File: src/rtl/irq_route_bank.sv
module irq_route_bank #(
  parameter int NGRP = 6,
  parameter int NCOND = 16,
  parameter int NDEST = 8,
  parameter int FW = 4,
  parameter int DW = 32,
  parameter int AW = 12,
  parameter logic [AW-1:0] BASE = 12'h280
) (
  input  logic                  clk,
  input  logic                  rst_n,
  input  logic [AW-1:0]         cfg_addr,
  input  logic                  cfg_we,
  input  logic [DW-1:0]         cfg_wdata,
  output logic [DW-1:0]         cfg_rdata,
  input  logic [NGRP*NCOND-1:0] cond_in,
  output logic [NDEST-1:0]      dest_irq
);
  localparam int FPW = DW / FW;
  localparam int WPG = NCOND / FPW;
  localparam int NWORD = NGRP * WPG;
  localparam int NSRC = NGRP * NCOND;
  localparam int IW = $clog2(NWORD);

  logic [DW-1:0] word_q [NWORD];
  logic [AW-1:0] off;
  logic [IW-1:0] widx;
  logic          hit;
  logic [FW-1:0] code [NSRC];

  assign off  = cfg_addr - BASE;
  assign hit  = (cfg_addr >= BASE) && (32'(off[AW-1:4]) < NGRP) && (32'(off[3:2]) < WPG);
  assign widx = IW'(32'(off[AW-1:4]) * WPG + 32'(off[3:2]));
  assign cfg_rdata = hit ? word_q[widx] : '0;

  always_ff @(posedge clk or negedge rst_n) begin
    if (!rst_n) begin
      for (int w = 0; w < NWORD; w++) word_q[w] <= '0;
    end else if (cfg_we && hit) begin
      word_q[widx] <= cfg_wdata;
    end
  end

  for (genvar s = 0; s < NSRC; s++) begin : g_code
    assign code[s] = word_q[s / FPW][(s % FPW) * FW +: FW];
  end

  always_comb begin
    dest_irq = '0;
    for (int d = 0; d < NDEST; d++)
      for (int s = 0; s < NSRC; s++)
        if (cond_in[s] && code[s] == FW'(d)) dest_irq[d] = 1'b1;
  end
endmodule

File: config.mk
export PLATFORM = sky130hd
export DESIGN_NAME = irq_route_bank
export DESIGN_NICKNAME = d
export VERILOG_FILES = /design/src/rtl/irq_route_bank.sv
export SDC_FILE = /design/constraint.sdc
export NUM_CORES = 1
export LEC_CHECK = 0
export ABC_AREA = 1
export ABC_CLOCK_PERIOD_IN_PS = 4170
export BUFFER_PORTS_ARGS = -buffer_cell sky130_fd_sc_hd__buf_2
export CAP_MARGIN = 20
export CELL_PAD_IN_SITES_DETAIL_PLACEMENT = 0
export CELL_PAD_IN_SITES_GLOBAL_PLACEMENT = 1
export CORE_ASPECT_RATIO = 0.8
export CORE_MARGIN = 3
export CORE_UTILIZATION = 40
export DETAILED_ROUTE_END_ITERATION = 8
export PLACE_DENSITY_LB_ADDON = 0.12
export RECOVER_POWER = 100
export SETUP_SLACK_MARGIN = 0.02
export SLEW_MARGIN = 5
export SYNTH_ARGS = -nofsm -noshare
export SYNTH_HDL_FRONTEND = slang
export SYNTH_SLANG_ARGS = --single-unit
File: constraint.sdc
create_clock -name clk -period 4.17 [get_ports clk]
set_clock_uncertainty 0.1 [all_clocks]
set_input_delay 1.0425 -clock clk [delete_from_list [all_inputs] [get_ports clk]]
set_output_delay 1.0425 -clock clk [all_outputs]
set_load 0.02 [all_outputs]
# Word-level counts from Yosys, hierarchy flattened
# Index checks and enable logic that the tools add are counted.
# Widths: inputs -> output; s select.
[op_classes] n_addsub=2 order_cmp=5 n_eq_ne=672 n_mux=775 bitwise=1 reduce_logical=868
[op_table] op="$eq 4x3->1 const B" count=384
[op_table] op="$logic_and 1x1->1" count=772
[op_table] op="$eq 4x2->1 const B" count=192
[op_table] op="$mux 1" count=768
[op_table] op="$bwmux 384" count=1
[op_table] op="$eq 4x1->1 const B" count=96
[op_table] op="$logic_not 4->1" count=96
[op_table] op="$bmux 32 s4" count=1
[op_table] op="$demux 32 s4" count=1
[op_table] op="$mux 32" count=4
[op_table] op="$ge 12x10->1 const B" count=1
[op_table] op="$sub 12x10->12 const B" count=1
[op_table] op="$lt 8x3->1 const B" count=1
[op_table] op="$ge 5x5->1 const B" count=1
[op_table] op="$lt 5x1->1 const B" count=1
[op_table] op="$not 4->5" count=1
[op_table] op="$add 4x2->4" count=1
[op_table] op="$lt 2x2->1 const B" count=1
[totals] register_bits=384 out_inout_bits=40

# Longest topological paths before layout
# Gate-level depths: netlist of the first run.
[logic_depth] ltp_word=98 depth_mapped=13 depth_no_buf=11

# Worst setup path before layout of the first run
# OpenSTA, ideal clock, no wires.
[synth_path] path_kind="input to output" startpoint="input port cfg_addr[3]" endpoint="output port cfg_rdata[20]" arrival_time_ns=2.690 slack_ns=0.338 stages=8 n_path_buf=2 path_cell_list="ha_1 -> nand2_1 -> clkbuf_1 -> clkbuf_1 -> o221ai_1 -> nand2_1 -> nand3_1 -> nor2_1"
[synth_via] elab_chain_cells=7 word_cells_on_any_way=12
[synth_rtl] item="start: declaration" line="12" rtl="input logic [AW-1:0] cfg_addr,"
[synth_rtl] item="$sub 12x10->12" line="31" rtl="assign off = cfg_addr - BASE;"
[synth_rtl] item="$add 4x2->4" line="33" rtl="assign widx = IW'(32'(off[AW-1:4]) * WPG + 32'(off[3:2]));"
[synth_rtl] item="$not 4->5 (implied by the code)" line="34" rtl="assign cfg_rdata = hit ? word_q[widx] : '0;"
[synth_rtl] item="$bmux 32 s4" line="34"
[synth_rtl] item="$mux 32 (implied by the code) (2 in a row)" line="34"
[synth_rtl] item="$mux 32 *" line="34"
[synth_rtl] item="end: declaration" line="15" rtl="output logic [DW-1:0] cfg_rdata,"
# Every way passes the cells marked *; elsewhere a longest branch is shown, timed or not. The select of a mux whose other input is x is not followed.

# Worst setup path in the final report of the first run
[layout_path] startpoint="input port cfg_addr[3]" endpoint="output port cfg_rdata[16]"
# Same word-level chain as after synthesis.

==> flow_summary.toml, run 1 <==
[yosys]
syn-mean-instance-area_um2 = 5.84
synth_adder_area_share_pct = 0.133
yosys-mux-area-fraction_pct = 0
syn_area_um2 = 28200
synth_xor_area_share_pct = 0.0577
synthCells = 4832
seq_area_frac_synth_pct = 34.1
yosys_register_bits = 384
synth-simple-area-share_pct = 52.2
synth_compound_area_share_pct = 5.26
synth_top_family_by_area = "simple AND/OR/NAND/NOR gates"
yosys_warnings = 0
synth_fp_nets = 4978
synth.distinct_cells = 31

[grt]
overflow = 0
gr-usage-all-layers_pct = 43.7
first_global_vias = 30671
antenna_found_initial = 9
grt_pass1_wl_um = 228000
grt_max_degree = 77

[pwr]
peakVddDrop_uv = 330
p_per_area_nw_per_um2 = 317
p_leak_nw = 18.3

[layout]
final_area_um2 = 33300
layout-drive-gt1-share_pct = 10.4
synthToLayoutAreaGrowth_pct = 18.1
fillCellCount = 7599
seqCellArea_um2 = 9610
final_cell_mix = "1,961 x nand2_1, 840 x nor2_1, 694 x nand3_1, 384 x dfrtp_1, 370 x inv_1"
fin_util_pct = 48.1
final_cell_count_no_fill = 6008
layout.nets = 5192
multi_input_area_um2 = 16500
largest_register_ffs = 384
final_common_cell = "nand2_1"

[timing]
hold_viol_final = 0
fin_setup_tns_ns = 0
setup_viol_count_final = 0
whs_ns = 0.376
tightest_slew_ns = 2.33
max_freq_mhz = 241
period_needed_ns = 4.15
rsz0062_at_grt = "yes"
fin_crit_sh_pct = 99.6
final-max-slew-violation-count = 77
slew_headroom_pct = -55.4

[clocking]
numCtsBuffers = 46
clock_path_buffers = 3
cts-root-buf = "clkbuf_16"
cts_tree = "built"
clkTransAtPathRegs_ns = 0.06
hold_buffers = 0
cts.sinks = 384
worstSkewPairLatency_ns = 0.64
h-tree-depth = 2

[floorplanning]
num_rows = 86
die_w_um = 303
start_util_pct = 40.7
die_area_um2 = 73800
die_h_um = 244
ioPinCount = 183
core-area_um2 = 69300

[route]
postRouteAntennaNets = 0
drt_iter0_drc = 5075
wire_per_inst_um = 27.4
post-route-drc-count = 0
wirelength_um = 165000
first_pass_iters = 9
vias = 34451
via_per_inst = 5.73

[placed_design]
gp_congestion = 1.12
portBuffers = 180
hpwl_um = 130000
dp.cells = 5915
post_dp_cell_area_um2 = 31200

[worst_setup_path]
arrival_ns = 3.01
cp.required_ns = 3.03
timing.rr.end = "code[353]"
startpoint = "cfg_addr[3]"
worst-setup-path-type = "in -> out"
worstSetupEndpointType = "output port"
worstPathCellList = "buf_2 -> ha_4 -> buf_6 -> nor2_4 -> clkinv_4 -> buf_12 -> buf_12 -> o22ai_2 -> o21ai_1 -> buf_4 -> nand3_2 -> nor2_2 -> buf_4 -> buf_2"
crit_end = "cfg_rdata[16]"
crit_slowest_cell = "ha_4"
start_kind = "primary input"
r2r-start = "code[353]"
critPathMaxFanout = 6
r2r_setup_slack_ns = 3.23
worstRegToRegCells = 2
crit_path_max_incr_delay_ns = 0.31

[outcome]
outcome = "finished, violations left"
violations = "capacitance limit, slew limit"

[min_path]
worstHoldPathCells = 2
min_path_type = "reg -> reg"

[job]
max_cap_viol_count = 1
==> where the power goes <==
| group | switching, W | internal [W] |
|---|---|---|
| Clock | 0.00189 | 0.00284 |
| Sequential | 0.000156 | 0.00381 |
| Combinational | 0.00134 | 0.000524 |
==> cells by family (layout without fill, tap and decap cells) <==
kind of cell    count (synthesis)  after routing
flops                         384            384
fa+ha+maj                       3              3
other cells                     0              2
xor+xnor                        1              1
compound gates                233            233
simple gates                 3621           3621
buf+inv                       590            840
==> Yosys cell counts (all sizes together) <==
master | count | area [um2]
xnor2 | 1 | 16.3
dfrtp | 384 | 9610
o31ai | 10 | 75.1
nor2b | 3 | 18.8
o2111ai | 52 | 455
buf | 117 | 569
nor3 | 9 | 50.1
ha | 3 | 37.5
nand2 | 1964 | 7370
o211ai | 3 | 22.5
clkbuf | 94 | 353
nand4 | 48 | 300
o221ai | 1 | 8.76
a21oi | 35 | 175
nand3b | 10 | 75.1
nand3 | 703 | 3520
nor2 | 871 | 3300
o21ai | 65 | 325
inv | 376 | 1410
o22ai | 66 | 413
clkinv | 3 | 11.3
or2 | 4 | 25.0
o21a | 1 | 7.51
and2 | 9 | 56.3
==> layout make-up <==
class / count / area share (%)
multi-input combinational: 3858 / 49.7
sequential: 384 / 28.9
timing repair buffer: 377 / 8.54
inverter: 379 / 4.30
clock buffer: 57 / 3.79
tap: 924 / 3.47
clock inverter: 27 / 1.35
antenna: 2 / 0.0150
==> per-layer routing <==
layer,track usage [%],vias up,share of wire (%)
met5,0,-,0.012
met4,17.0,2,4.5
met3,12.9,278,14
met2,58.5,2205,39
met1,65.0,16238,42
li1,-,15728,-
==> worst min-delay path by stage <==
stage                          from   endpoint  slack (ns)
final                     code[287]  code[287]        0.38
after CTS                     rst_n    code[2]        0.35
after global placement    code[287]  code[287]        0.35
after detailed placement  code[139]  code[139]        0.36
after global routing      code[139]  code[139]        0.41
after floorplan           code[139]  code[139]        0.34
==> metrics by stage <==
stage / setup WS, ns / power, W
global placement: -0.321 / 0.00574
finish: 0.0178 / 0.0106
global route: -0.00949 / 0.0108
detailed placement: -0.303 / 0.00575
CTS: 0.00132 / 0.0105
floorplan: 0.338 / 0.00473
==> timing repair <==
item	CTS	global route
cloned	0	2
resized for setup	34	85
pin swaps	3	13
setup buffers	0	5
endpoints found under the setup margin	32	30
hold endpoints to repair	0	0
==> critical path: cells and delay by family <==
family,cells,cell delay [ns]
AND/OR/NAND/NOR,3,0.38
adder cells (fa/ha/maj),1,0.31
AO/OA/AOI/OAI,2,0.22
buffers and inverters,8,1.04
Note: power is estimated with default switching activity, not from simulation.
==> run 2, diff against run 1 <==
--- a/config.mk
+++ b/config.mk
@@ -15,3 +15,3 @@
 export CORE_MARGIN = 3
-export CORE_UTILIZATION = 40
+export CORE_UTILIZATION = 25
 export DETAILED_ROUTE_END_ITERATION = 8
--- a/constraint.sdc
+++ b/constraint.sdc
@@ -4,2 +4,2 @@
 set_output_delay 1.0425 -clock clk [all_outputs]
-set_load 0.02 [all_outputs]
+set_load 0.1 [all_outputs]
==> run 2 against run 1 <==
Compared with the run above: hold slack worse by 0.0024 ns; the run ends with capacitance limit, slew limit, setup timing left; first-iteration DRC count fell by 7.8%; design area rose by 5.6%; total power is 3.7% higher.
==> flow_summary.toml, run 2 (synthesized netlist as in run 1, its figures left out) <==
[floorplanning]
start_util_pct = 25.4
die_w_um = 382
ioPinCount = 183
num_rows = 109
die_area_um2 = 117000
core-area_um2 = 111000
die_h_um = 306

[pwr]
pwr-share-comb_pct = 20.5
peakVddDrop_uv = 273
power.switching_w = 0.00374
p_clk_share_pct = 43.2
p_per_area_nw_per_um2 = 311
switching_share_pct = 34.2
p_leak_nw = 18.6
p_int_w = 0.00721
p_seq_share_pct = 36.4

[worst_setup_path]
worstRegToRegCells = 2
worstPathCellList = "buf_2 -> ha_4 -> inv_6 -> nor2_4 -> buf_12 -> buf_12 -> buf_4 -> nand2_1 -> o2111ai_1 -> a21oi_1 -> buf_4 -> nor2_4 -> buf_12"
crit_path_max_incr_delay_ns = 0.35
critPathMaxFanout = 12
cp.required_ns = 3.03
arrival_ns = 3.08
worstSetupEndpointType = "output port"
start_kind = "primary input"
r2r_setup_slack_ns = 3.19
cpMostUsedCell = "buf_12"
worst-setup-path-type = "in -> out"
crit_buf_inv = 7
r2r-start = "code[53]"
timing.rr.end = "code[53]"
path_delay_family = "buffers and inverters"
crit_slowest_cell = "ha_4"

[grt]
antenna_found_initial = 13
first_global_vias = 31370
grt_max_degree = 70
gr-usage-all-layers_pct = 32.1
grt_pass1_wl_um = 261000
overflow = 0

[route]
wire_per_inst_um = 29.2
post-route-drc-count = 0
via_per_inst = 5.13
postRouteAntennaNets = 0
wirelength_um = 194000
vias = 34067
first_pass_iters = 6
drt_iter0_drc = 4677

[timing]
tightest_slew_ns = 2.13
slew_headroom_pct = -41.9
fin_setup_tns_ns = -0.148
fin_crit_sh_pct = 101
hold_viol_final = 0
setup_viol_count_final = 7
final-max-slew-violation-count = 181
period_needed_ns = 4.22
whs_ns = 0.373
max_freq_mhz = 237
timing.final.ws_setup_ns = -0.0520
rsz0062_at_grt = "yes"

[clocking]
clock_path_buffers = 3
hold_buffers = 0
numCtsBuffers = 50
h-tree-depth = 2
cts_tree = "built"
worstSkewPairLatency_ns = 0.62
cts-root-buf = "clkbuf_16"
cts.sinks = 384
clkTransAtPathRegs_ns = 0.06

[job]
max_cap_viol_count = 3

[min_path]
hold_start = "code[183]"
min_path_type = "reg -> reg"
worstHoldPathCells = 2
hold_end = "code[183]"

[layout]
largest_register_ffs = 384
final_cell_mix = "1,957 x nand2_1, 818 x nor2_1, 689 x nand3_1, 384 x dfrtp_1, 370 x inv_1"
fillCellCount = 12718
layout.nets = 5250
final_common_cell = "nand2_1"
layout-drive-gt1-share_pct = 12.3
synthToLayoutAreaGrowth_pct = 24.7

[outcome]
violations = "capacitance limit, slew limit, setup timing"
outcome = "finished, violations left"

[placed_design]
hpwl_um = 153000
gp_congestion = 1.06
portBuffers = 180
-- run 2: cell count changes in the layout (fill, tap and decap cells not counted), moves of 10 or more --
cell	change
nor2_4	+32
buf_12	+21
nor2_2	-10
buf_2	-26
clkbuf_2	+12
nor2_1	-22
buf_4	+27
-- run 2: per-layer routing --
metal | GRT usage (%) | up-vias | part of all wire [%]
li1 | - | 15869 | -
met1 | 47.3 | 16513 | 46
met2 | 47.7 | 1484 | 42
met3 | 6.16 | 199 | 8.6
met4 | 8.49 | 2 | 3.1
met5 | 0 | - | 0.096
-- run 2: what timing repair did --
action,CTS,global route
buffers inserted,3,5
setup endpoints to repair,33,33
gates cloned,1,0
resized for setup,71,64
pin swaps,16,23
-- run 2: stage by stage --
step	worst slack (ns)	util [%]	cell area, um2	std cells	total power (W)
2_1_floorplan	0.0982	-	28400	4832	0.00489
3_3_place_gp	-0.412	29.8	33100	6541	0.00619
3_5_place_dp	-0.381	29.8	33100	6541	0.00618
4_1_cts	-0.0169	31.6	35100	6635	0.0110
5_1_grt	-0.0552	31.6	35200	6640	0.0113
6_report	-0.0520	31.6	35200	6642	0.0110
-- run 2: worst max-delay path by stage --
stage / start / endpoint / depth (start not counted)
2_1_floorplan: cfg_addr[3] / cfg_rdata[20] / 8
3_3_place_gp: cfg_addr[3] / cfg_rdata[12] / 12
3_5_place_dp: cfg_addr[3] / cfg_rdata[12] / 12
4_1_cts: cfg_addr[4] / cfg_rdata[15] / 11
5_1_grt: cfg_addr[3] / cfg_rdata[20] / 13
6_report: cfg_addr[3] / cfg_rdata[20] / 13
-- run 2: power by group through the flow --
stage / logic (W) / clock network, W / registers [W]
after floorplan: 0.000922 / 0 / 0.00396
after global placement: 0.00214 / 0 / 0.00404
after detailed placement: 0.00214 / 0 / 0.00404
after CTS: 0.00220 / 0.00482 / 0.00398
final: 0.00224 / 0.00473 / 0.00398
after global routing: 0.00233 / 0.00497 / 0.00399
-- run 2: worst min-delay path, delay by kind of cell, from the launching register on --
family           cells  cell delay [ns]
flip-flops           1             0.34
AND/OR/NAND/NOR      2             0.11
-- run 2: final cells by class --
class                   instances  area (um2)  share of cell area, %
inverters                     379        1440                   4.10
multi-input cells            3858       16900                   48.1
clock buffers                  71        1480                   4.21
repair buffers                431        3610                   10.3
well taps                    1498        1870                   5.33
flip-flops and latches        384        9610                   27.3
clock inverters                19         243                  0.690
diodes                          2        5.00                 0.0142
